$ cat config.mk
export PLATFORM = sky130hd
export DESIGN_NAME = tick_irq_timer
export DESIGN_NICKNAME = d
export VERILOG_FILES = /design/src/rtl/pit_pkg.sv /design/src/rtl/pit_divreg.sv /design/src/rtl/pit_divcnt.sv /design/src/rtl/pit_pending.sv /design/src/rtl/tick_irq_timer.sv
export SDC_FILE = /design/constraint.sdc
export NUM_CORES = 1
export LEC_CHECK = 0
export ABC_AREA = 1
export BUFFER_PORTS_ARGS = -buffer_cell sky130_fd_sc_hd__buf_2
export CORE_MARGIN = 2
export CORE_UTILIZATION = 53
export DETAILED_ROUTE_END_ITERATION = 16
export PLACE_DENSITY = 0.88
export SLEW_MARGIN = 20
export SYNTH_ARGS = -nofsm -noshare
export SYNTH_HDL_FRONTEND = slang
export SYNTH_SLANG_ARGS = --single-unit
export TNS_END_PERCENT = 1
$ cat constraint.sdc
create_clock -name clk -period 1.8 [get_ports clk]
set_input_delay 0.54 -clock clk [delete_from_list [all_inputs] [get_ports clk]]
set_output_delay 0.54 -clock clk [all_outputs]
set_load 0.005 [all_outputs]
$ cat src/rtl/pit_pkg.sv
// Package: shared address map and status layout for the periodic
// interrupt timer. Assumes a 2-bit register address.
package pit_pkg;

    localparam int ADDR_W = 2;

    localparam logic [ADDR_W-1:0] ADDR_DIV  = 2'd0;
    localparam logic [ADDR_W-1:0] ADDR_STAT = 2'd1;
    localparam logic [ADDR_W-1:0] ADDR_ACK  = 2'd2;

    // Status word: pending in bit 1, overrun in bit 0.
    typedef struct packed {
        logic pending;
        logic overrun;
    } pit_stat_t;

    localparam int STAT_W = $bits(pit_stat_t);

endpackage

$ cat src/rtl/pit_divreg.sv
// Divisor register. Holds the software-written divisor and issues a
// reload strobe with the new value in the same cycle as the write.
// Assumes that wr_en is a single-cycle strobe from the bus decode.
module pit_divreg #(
    parameter int DIV_W = 8
) (
    input  logic             clk,
    input  logic             rst_n,
    input  logic             wr_en,
    input  logic [DIV_W-1:0] wr_data,
    output logic [DIV_W-1:0] div_q,
    output logic             load,
    output logic [DIV_W-1:0] load_val
);

    // Store the divisor; it resets to zero, which means idle.
    always_ff @(posedge clk) begin
        if (!rst_n) begin
            div_q <= '0;
        end else if (wr_en) begin
            div_q <= wr_data;
        end
    end

    // Pass the write straight on as a counter reload request.
    always_comb begin
        load     = wr_en;
        load_val = wr_data;
    end

    AST_DIV_HOLD: assert property (@(posedge clk) disable iff (!rst_n)
        !wr_en |=> $stable(div_q));

    AST_DIV_WRITE: assert property (@(posedge clk) disable iff (!rst_n)
        wr_en |=> (div_q == $past(wr_data)));

endmodule

$ cat src/rtl/pit_divcnt.sv
// Division counter. Counts reference pulses down from the divisor and
// flags an expiry on the pulse that reaches the end of the period.
// Assumes that a reload always carries the value that the divisor
// register takes in the same cycle, so the count never exceeds the
// divisor.
module pit_divcnt #(
    parameter int DIV_W = 8
) (
    input  logic             clk,
    input  logic             rst_n,
    input  logic             tick_en,
    input  logic             load,
    input  logic [DIV_W-1:0] load_val,
    input  logic [DIV_W-1:0] div_q,
    output logic             expire
);

    localparam logic [DIV_W-1:0] CNT_LAST = DIV_W'(1);

    logic [DIV_W-1:0] cnt_q;
    logic             run;
    logic             at_last;

    // Decode whether the timer is enabled and at the final pulse of a period.
    always_comb begin
        run     = (div_q != '0);
        at_last = (cnt_q == CNT_LAST);
        expire  = tick_en && run && at_last && !load;
    end

    // Reload on a write; otherwise step on each reference pulse and
    // restart from the divisor at the end of a period.
    always_ff @(posedge clk) begin
        if (!rst_n) begin
            cnt_q <= '0;
        end else if (load) begin
            cnt_q <= load_val;
        end else if (tick_en && run) begin
            if (at_last) begin
                cnt_q <= div_q;
            end else begin
                cnt_q <= cnt_q - CNT_LAST;
            end
        end
    end

    AST_CNT_RANGE: assert property (@(posedge clk) disable iff (!rst_n)
        (div_q != '0) |-> ((cnt_q != '0) && (cnt_q <= div_q)));

    AST_CNT_RELOAD: assert property (@(posedge clk) disable iff (!rst_n)
        load |=> (cnt_q == $past(load_val)));

    AST_CNT_GATED: assert property (@(posedge clk) disable iff (!rst_n)
        (!tick_en && !load) |=> $stable(cnt_q));

    AST_ZERO_IDLE: assert property (@(posedge clk) disable iff (!rst_n)
        (div_q == '0) |-> !expire);

endmodule

$ cat src/rtl/pit_pending.sv
// Pending and overrun flags. Expiry sets pending. An acknowledge clears
// both flags. An expiry on an already pending, unacknowledged request
// sets the sticky overrun flag. Assumes that expire and ack are
// single-cycle strobes.
module pit_pending (
    input  logic clk,
    input  logic rst_n,
    input  logic expire,
    input  logic ack,
    output logic pending,
    output logic overrun
);

    // Hold the request level; expiry takes priority over acknowledge.
    always_ff @(posedge clk) begin
        if (!rst_n) begin
            pending <= 1'b0;
        end else if (expire) begin
            pending <= 1'b1;
        end else if (ack) begin
            pending <= 1'b0;
        end
    end

    // Record a period lost while a request was still waiting.
    always_ff @(posedge clk) begin
        if (!rst_n) begin
            overrun <= 1'b0;
        end else if (expire && pending && !ack) begin
            overrun <= 1'b1;
        end else if (ack) begin
            overrun <= 1'b0;
        end
    end

    AST_REQ_HELD: assert property (@(posedge clk) disable iff (!rst_n)
        (pending && !ack) |=> pending);

    AST_REQ_SET: assert property (@(posedge clk) disable iff (!rst_n)
        expire |=> pending);

    AST_OVR_SET: assert property (@(posedge clk) disable iff (!rst_n)
        (pending && expire && !ack) |=> overrun);

    AST_ACK_CLEAR: assert property (@(posedge clk) disable iff (!rst_n)
        (ack && !expire) |=> (!pending && !overrun));

    AST_OVR_NEEDS_REQ: assert property (@(posedge clk) disable iff (!rst_n)
        overrun |-> pending);

endmodule

$ cat src/rtl/tick_irq_timer.sv
// Programmable periodic interrupt timer, top level. Decodes the
// register port, wires the divisor register, the division counter and
// the pending flags together, and drives the active-low request.
// Assumes one access per bus_cs cycle and a tick_en pulse that is
// synchronous to clk.
module tick_irq_timer #(
    parameter int DIV_W = 8
) (
    input  logic                      clk,
    input  logic                      rst_n,
    input  logic                      tick_en,
    input  logic                      bus_cs,
    input  logic                      bus_we,
    input  logic [pit_pkg::ADDR_W-1:0] bus_addr,
    input  logic [DIV_W-1:0]          bus_wdata,
    output logic [DIV_W-1:0]          bus_rdata,
    output logic                      irq_n
);

    import pit_pkg::*;

    localparam int PAD_W = DIV_W - STAT_W;

    logic             wr_div;
    logic             ack;
    logic [DIV_W-1:0] div_q;
    logic             load;
    logic [DIV_W-1:0] load_val;
    logic             expire;
    pit_stat_t        stat;

    // Decode divisor writes and acknowledge accesses (read or write).
    always_comb begin
        wr_div = bus_cs && bus_we && (bus_addr == ADDR_DIV);
        ack    = bus_cs && (bus_addr == ADDR_ACK);
    end

    pit_divreg #(.DIV_W(DIV_W)) u_divreg (
        .clk      (clk),
        .rst_n    (rst_n),
        .wr_en    (wr_div),
        .wr_data  (bus_wdata),
        .div_q    (div_q),
        .load     (load),
        .load_val (load_val)
    );

    pit_divcnt #(.DIV_W(DIV_W)) u_divcnt (
        .clk      (clk),
        .rst_n    (rst_n),
        .tick_en  (tick_en),
        .load     (load),
        .load_val (load_val),
        .div_q    (div_q),
        .expire   (expire)
    );

    pit_pending u_pending (
        .clk     (clk),
        .rst_n   (rst_n),
        .expire  (expire),
        .ack     (ack),
        .pending (stat.pending),
        .overrun (stat.overrun)
    );

    // Select read data for the addressed register.
    always_comb begin
        case (bus_addr)
            ADDR_DIV:  bus_rdata = div_q;
            ADDR_STAT: bus_rdata = {{PAD_W{1'b0}}, stat};
            default:   bus_rdata = '0;
        endcase
    end

    // Drive the request as an active-low level.
    always_comb begin
        irq_n = !stat.pending;
    end

    AST_ZERO_QUIET: assert property (@(posedge clk) disable iff (!rst_n)
        ((div_q == '0) && irq_n && !wr_div) |=> irq_n);

    AST_IRQ_UNTIL_ACK: assert property (@(posedge clk) disable iff (!rst_n)
        (!irq_n && !ack) |=> !irq_n);

endmodule

After elaboration in Yosys (flattened, before gate mapping)
Cells that the tools add are included.
W data, S select, Z words.
{"block": "word_totals", "latch_bits": 0, "ramBits": 0, "reg_bits": 18, "output_inout_bits": 9, "rom_bits": 0, "n_memories": 0}
{"block": "op_classes", "n_lt_le_gt_ge": 0, "n_addsub": 1, "n_div": 0, "reduce_logical": 16, "mux": 7, "n_shift": 0, "multipliers": 0, "bitwise_logic": 0, "eq_ne": 3}
{"op": "$mux W8", "n": 3}
{"op": "$pmux W8 S2", "n": 1}
{"op": "$eq A8 B1 Y1 const B", "n": 1}
{"op": "$logic_and A1 B1 Y1", "n": 8}
{"op": "$reduce_bool A8 Y1", "n": 1}
{"op": "$sub A8 B1 Y8 const B", "n": 1}
{"op": "$reduce_bool A2 Y1", "n": 3}
{"op": "$logic_not A1 Y1", "n": 3}
{"op": "$mux W1", "n": 3}
{"op": "$eq A2 B1 Y1 const B", "n": 1}
{"op": "$eq A2 B2 Y1 const B", "n": 1}
{"op": "$logic_not A2 Y1", "n": 1}

Logic depth before layout (Yosys ltp)
{"block": "logic_depth", "word_depth": 7, "ltp_mapped": 10, "depth_no_buf": 10}

Hierarchy
From an unflattened synthesis, not the netlist that was laid out.
{"block": "hier_totals", "hier_cells": 234, "hier_area_um2": 1426.4}
{"module": "pit_divcnt", "seq_area_each_um2": 160.2, "instances": 1, "area_per_inst_um2": 793.3, "cells_per_inst": 138}
{"module": "pit_divreg", "seq_area_each_um2": 160.2, "instances": 1, "area_per_inst_um2": 424.2, "cells_per_inst": 60}
{"module": "tick_irq_timer", "seq_area_each_um2": 0.0, "instances": 1, "area_per_inst_um2": 132.6, "cells_per_inst": 26}
{"module": "pit_pending", "seq_area_each_um2": 40.0, "instances": 1, "area_per_inst_um2": 76.3, "cells_per_inst": 10}

Worst setup path before layout
No wires, ideal clock.
{"block": "synth_path", "kind": "input to output", "startpoint": "in bus_addr[0] (netlist name)", "endpoint": "out bus_rdata[0]", "t_arrival_ns": 0.947, "slack_ns": 0.313, "path_buffers": 0, "stages": 3, "cell_sequence": "inv_1 -> nand2_1 -> o22ai_1"}
{"block": "synth_between", "elab_chain_cells": 2}
{"element": "start: declaration", "line": "tick_irq_timer.sv:14", "rtl": "input logic [pit_pkg::ADDR_W-1:0] bus_addr,"}
{"element": "$eq A2 B1 Y1 or $logic_not A2 Y1 (tied branches)", "line": "tick_irq_timer.sv:69", "rtl": "case (bus_addr)"}
{"element": "$pmux W8 S2 *", "line": "tick_irq_timer.sv:69"}
{"element": "end: declaration", "line": "tick_irq_timer.sv:16", "rtl": "output logic [DIV_W-1:0] bus_rdata,"}
Every way passes the cells marked *; elsewhere a longest branch is shown, timed or not.

Final worst setup path
{"block": "layout_path", "startpoint": "in bus_addr[1] (netlist name)", "endpoint": "out bus_rdata[1]"}
The elaborated chain is that of the path after synthesis.

==> impl_metrics.json <==
{
  "status": "completed",
  "core_area_um2": 2150,
  "fin_worst_skew_ns": 0.00121,
  "yosys_warnings": 0,
  "drive_gt1_share_pct": 19.7,
  "start_util_pct": 54.6,
  "post_synth_num_cell_types": 24,
  "yosysSeqAreaShare_pct": 30.7,
  "slowest_delay_ns": 0.14,
  "crit_buf_inv": 4,
  "final_nets": 237,
  "fp.dieArea_um2": 2600,
  "cts_htree_levels": 1,
  "drtAntennaViolNets": 0,
  "io_buffers": 23,
  "drt_wl_total_um": 2760,
  "cap_violations": 0,
  "die_h_um": 51.0,
  "avgSynthCellArea_um2": 6.14,
  "io_pins": 24,
  "firstDrtPassIters": 4,
  "startpoint_type": "primary input",
  "crit_type": "in2out",
  "tns_ns": 0,
  "hold_viol": 0,
  "cp_cell_sequence": "buf_2 -> inv_1 -> buf_4 -> nand2_1 -> o22ai_1 -> buf_2",
  "worstMarginPinSlew_ns": 0.274,
  "syn_nets": 208,
  "clk_pin_slew_ns": 0.10,
  "insertedDiodeCount": 0,
  "cpLargestDelayFamily": "buffers and inverters",
  "place_congestion": 0.904,
  "overflow": 0,
  "routedWlPerCell_um": 11.2,
  "crit_arrival_ns": 1.18,
  "min_path_type": "reg2reg",
  "dp_hpwl_um": 2160,
  "cpMostUsedCell": "buf_2",
  "power_w": 0.000951,
  "hold_depth": 2,
  "syn_area_um2": 1170,
  "clock_latency_ns": 0.29,
  "grt_pass1_wl_um": 4670,
  "root_buffer": "clkbuf_4",
  "dr.first_iter.drc_count": 20,
  "ir_drop_mv": 0.453,
  "vias": 1251,
  "worst-r2r-cell-count": 9,
  "finalWorstSetupSlack_ns": 0.0797,
  "power.density_nw_per_um2": 692,
  "crit_path_top_delay_cell": "o22ai_1",
  "cts.sinks": 18,
  "critical_path.max_fanout": 2,
  "grt_start_max_net_pins": 15,
  "grt_use_total_pct": 23.1,
  "std_cell_rows": 17,
  "syn_to_final_growth_pct": 17.2,
  "grt_setup_unrepaired": "no",
  "clock_path_buffers": 2,
  "tritoncts.num_buffers": 3,
  "post-place-ws_ns": 0.0650,
  "drc": 0,
  "die_w_um": 51.0,
  "period_share_pct": 95.6,
  "cp_num_cells": 6,
  "antenna_found_initial": 0,
  "p_leak_nw": 0.687,
  "netlist_instances": 191,
  "cts_setup_buffers": 0,
  "cp.required_ns": 1.26,
  "finalMaxSlewViolations": 0,
  "crit_path_end_kind": "primary output",
  "setup_violations": 0,
  "timing.slew.headroom_pct": 81.6,
  "tritoncts": "built",
  "vias_per_cell": 5.09,
  "ys_seq_elements": 18,
  "fmax_ghz": 0.581,
  "grt_pass1_vias": 1149,
  "fin_crit_ns": 1.72
}
[timing repair]
action                                  in CTS  in global routing
hold buffers                                 0                  0
endpoints found under the setup margin       0                  3
resized for setup                            0                  1
[metrics by stage]
| step | cell area [µm²] | hold slack [ns] | utilization, % | cells |
|---|---|---|---|---|
| final | 1370 | 0.487 | 63.9 | 246 |
| after global routing | 1370 | 0.504 | 63.9 | 246 |
| after CTS | 1370 | 0.486 | 63.8 | 246 |
| after detailed placement | 1350 | 0.472 | 62.8 | 243 |
| after global placement | 1350 | 0.460 | 62.8 | 243 |
| after floorplan | 1170 | 0.444 | - | 191 |
[cell usage in the layout, fill, tap and decap left out, types with 2 or more instances in the layout]
cell type,synthesis,layout
nand2_1,51,50
buf_4,1,3
nand2_2,2,3
ha_1,2,2
nor2_1,25,25
nor2_2,4,4
dfxtp_1,18,18
nand3_1,25,25
a21oi_1,12,12
inv_1,32,32
o21ai_0,5,5
buf_2,1,23
o22ai_1,2,2
clkbuf_4,0,3
[per-layer routing]
layer / vias to the layer above / part of all wire (%) / wire, µm / GRT usage [%]
met2: 25 / 50 / 1380 / 41.6
met4: 0 / 0.69 / 19 / 5.86
li1: 652 / - / - / -
met5: - / 0 / 0 / 0
met1: 570 / 46 / 1270 / 29.1
met3: 4 / 3.7 / 102 / 2.63
[power by group]
part / internal [W] / switching, W / total [W]
combinational: 0.000120 / 0.000190 / 0.000310
sequential: 0.000421 / 0.0000226 / 0.000444
clock: 0.0000778 / 0.000119 / 0.000196
total: 0.000619 / 0.000332 / 0.000951
[path summary, 6_finish.rpt]
| check | startpoint | endpoint | slack (ns) |
|---|---|---|---|
| max | bus_addr[1] | bus_rdata[1] | 0.08 |
| min reg2reg | u_divreg.div_q[2] | u_divreg.div_q[2] | 0.49 |
| min | u_divreg.div_q[2] | u_divreg.div_q[2] | 0.49 |
| max reg2reg | u_divcnt.cnt_q[1] | u_divcnt.cnt_q[4] | 0.36 |
[cells by family after synthesis]
group	synth area share, %
adders and majority gates	2.13
xor gates and xnor gates	0.747
AOI/OAI and AO/OA	10.9
DFF	30.7
and+or+nand+nor	43.5
buffers and inverters	12.0
[worst register-to-register path, delay by kind of cell (launching register included)]
family	cells	cell delay [ns]
simple gates	5	0.63
compound gates	1	0.06
fa+ha+maj	1	0.19
buf+inv	2	0.16
flops	1	0.31
[registers in the layout, summed over array words and instances (netlist names)]
| register | flops |
|---|---|
| u_pending.overrun | 1 |
| u_pending.pending | 1 |
| u_divcnt.cnt_q | 8 |
| u_divreg.div_q | 8 |
[cell type report]
| type | instances | area (µm²) |
|---|---|---|
| tap | 28 | 35.0 |
| multi-input combinational | 137 | 674 |
| clock buffer | 3 | 22.5 |
| sequential | 18 | 360 |
| inverter | 33 | 124 |
| fill | 208 | 774 |
| timing repair buffer | 27 | 158 |
[Yosys cell counts (all sizes together)]
cell / number / area share, %
nand2: 54 / 18
inv: 32 / 10
nor2: 30 / 11
nand3: 25 / 11
dfxtp: 18 / 31
a21oi: 13 / 5.9
o21ai: 7 / 3.9
nand4: 3 / 3.4
buf: 2 / 1.1
ha: 2 / 2.1
o22ai: 2 / 1.1
clkbuf: 1 / 0.32
clkinv: 1 / 0.32
xnor2: 1 / 0.75
No activity file was read; power rests on OpenSTA's default activity.
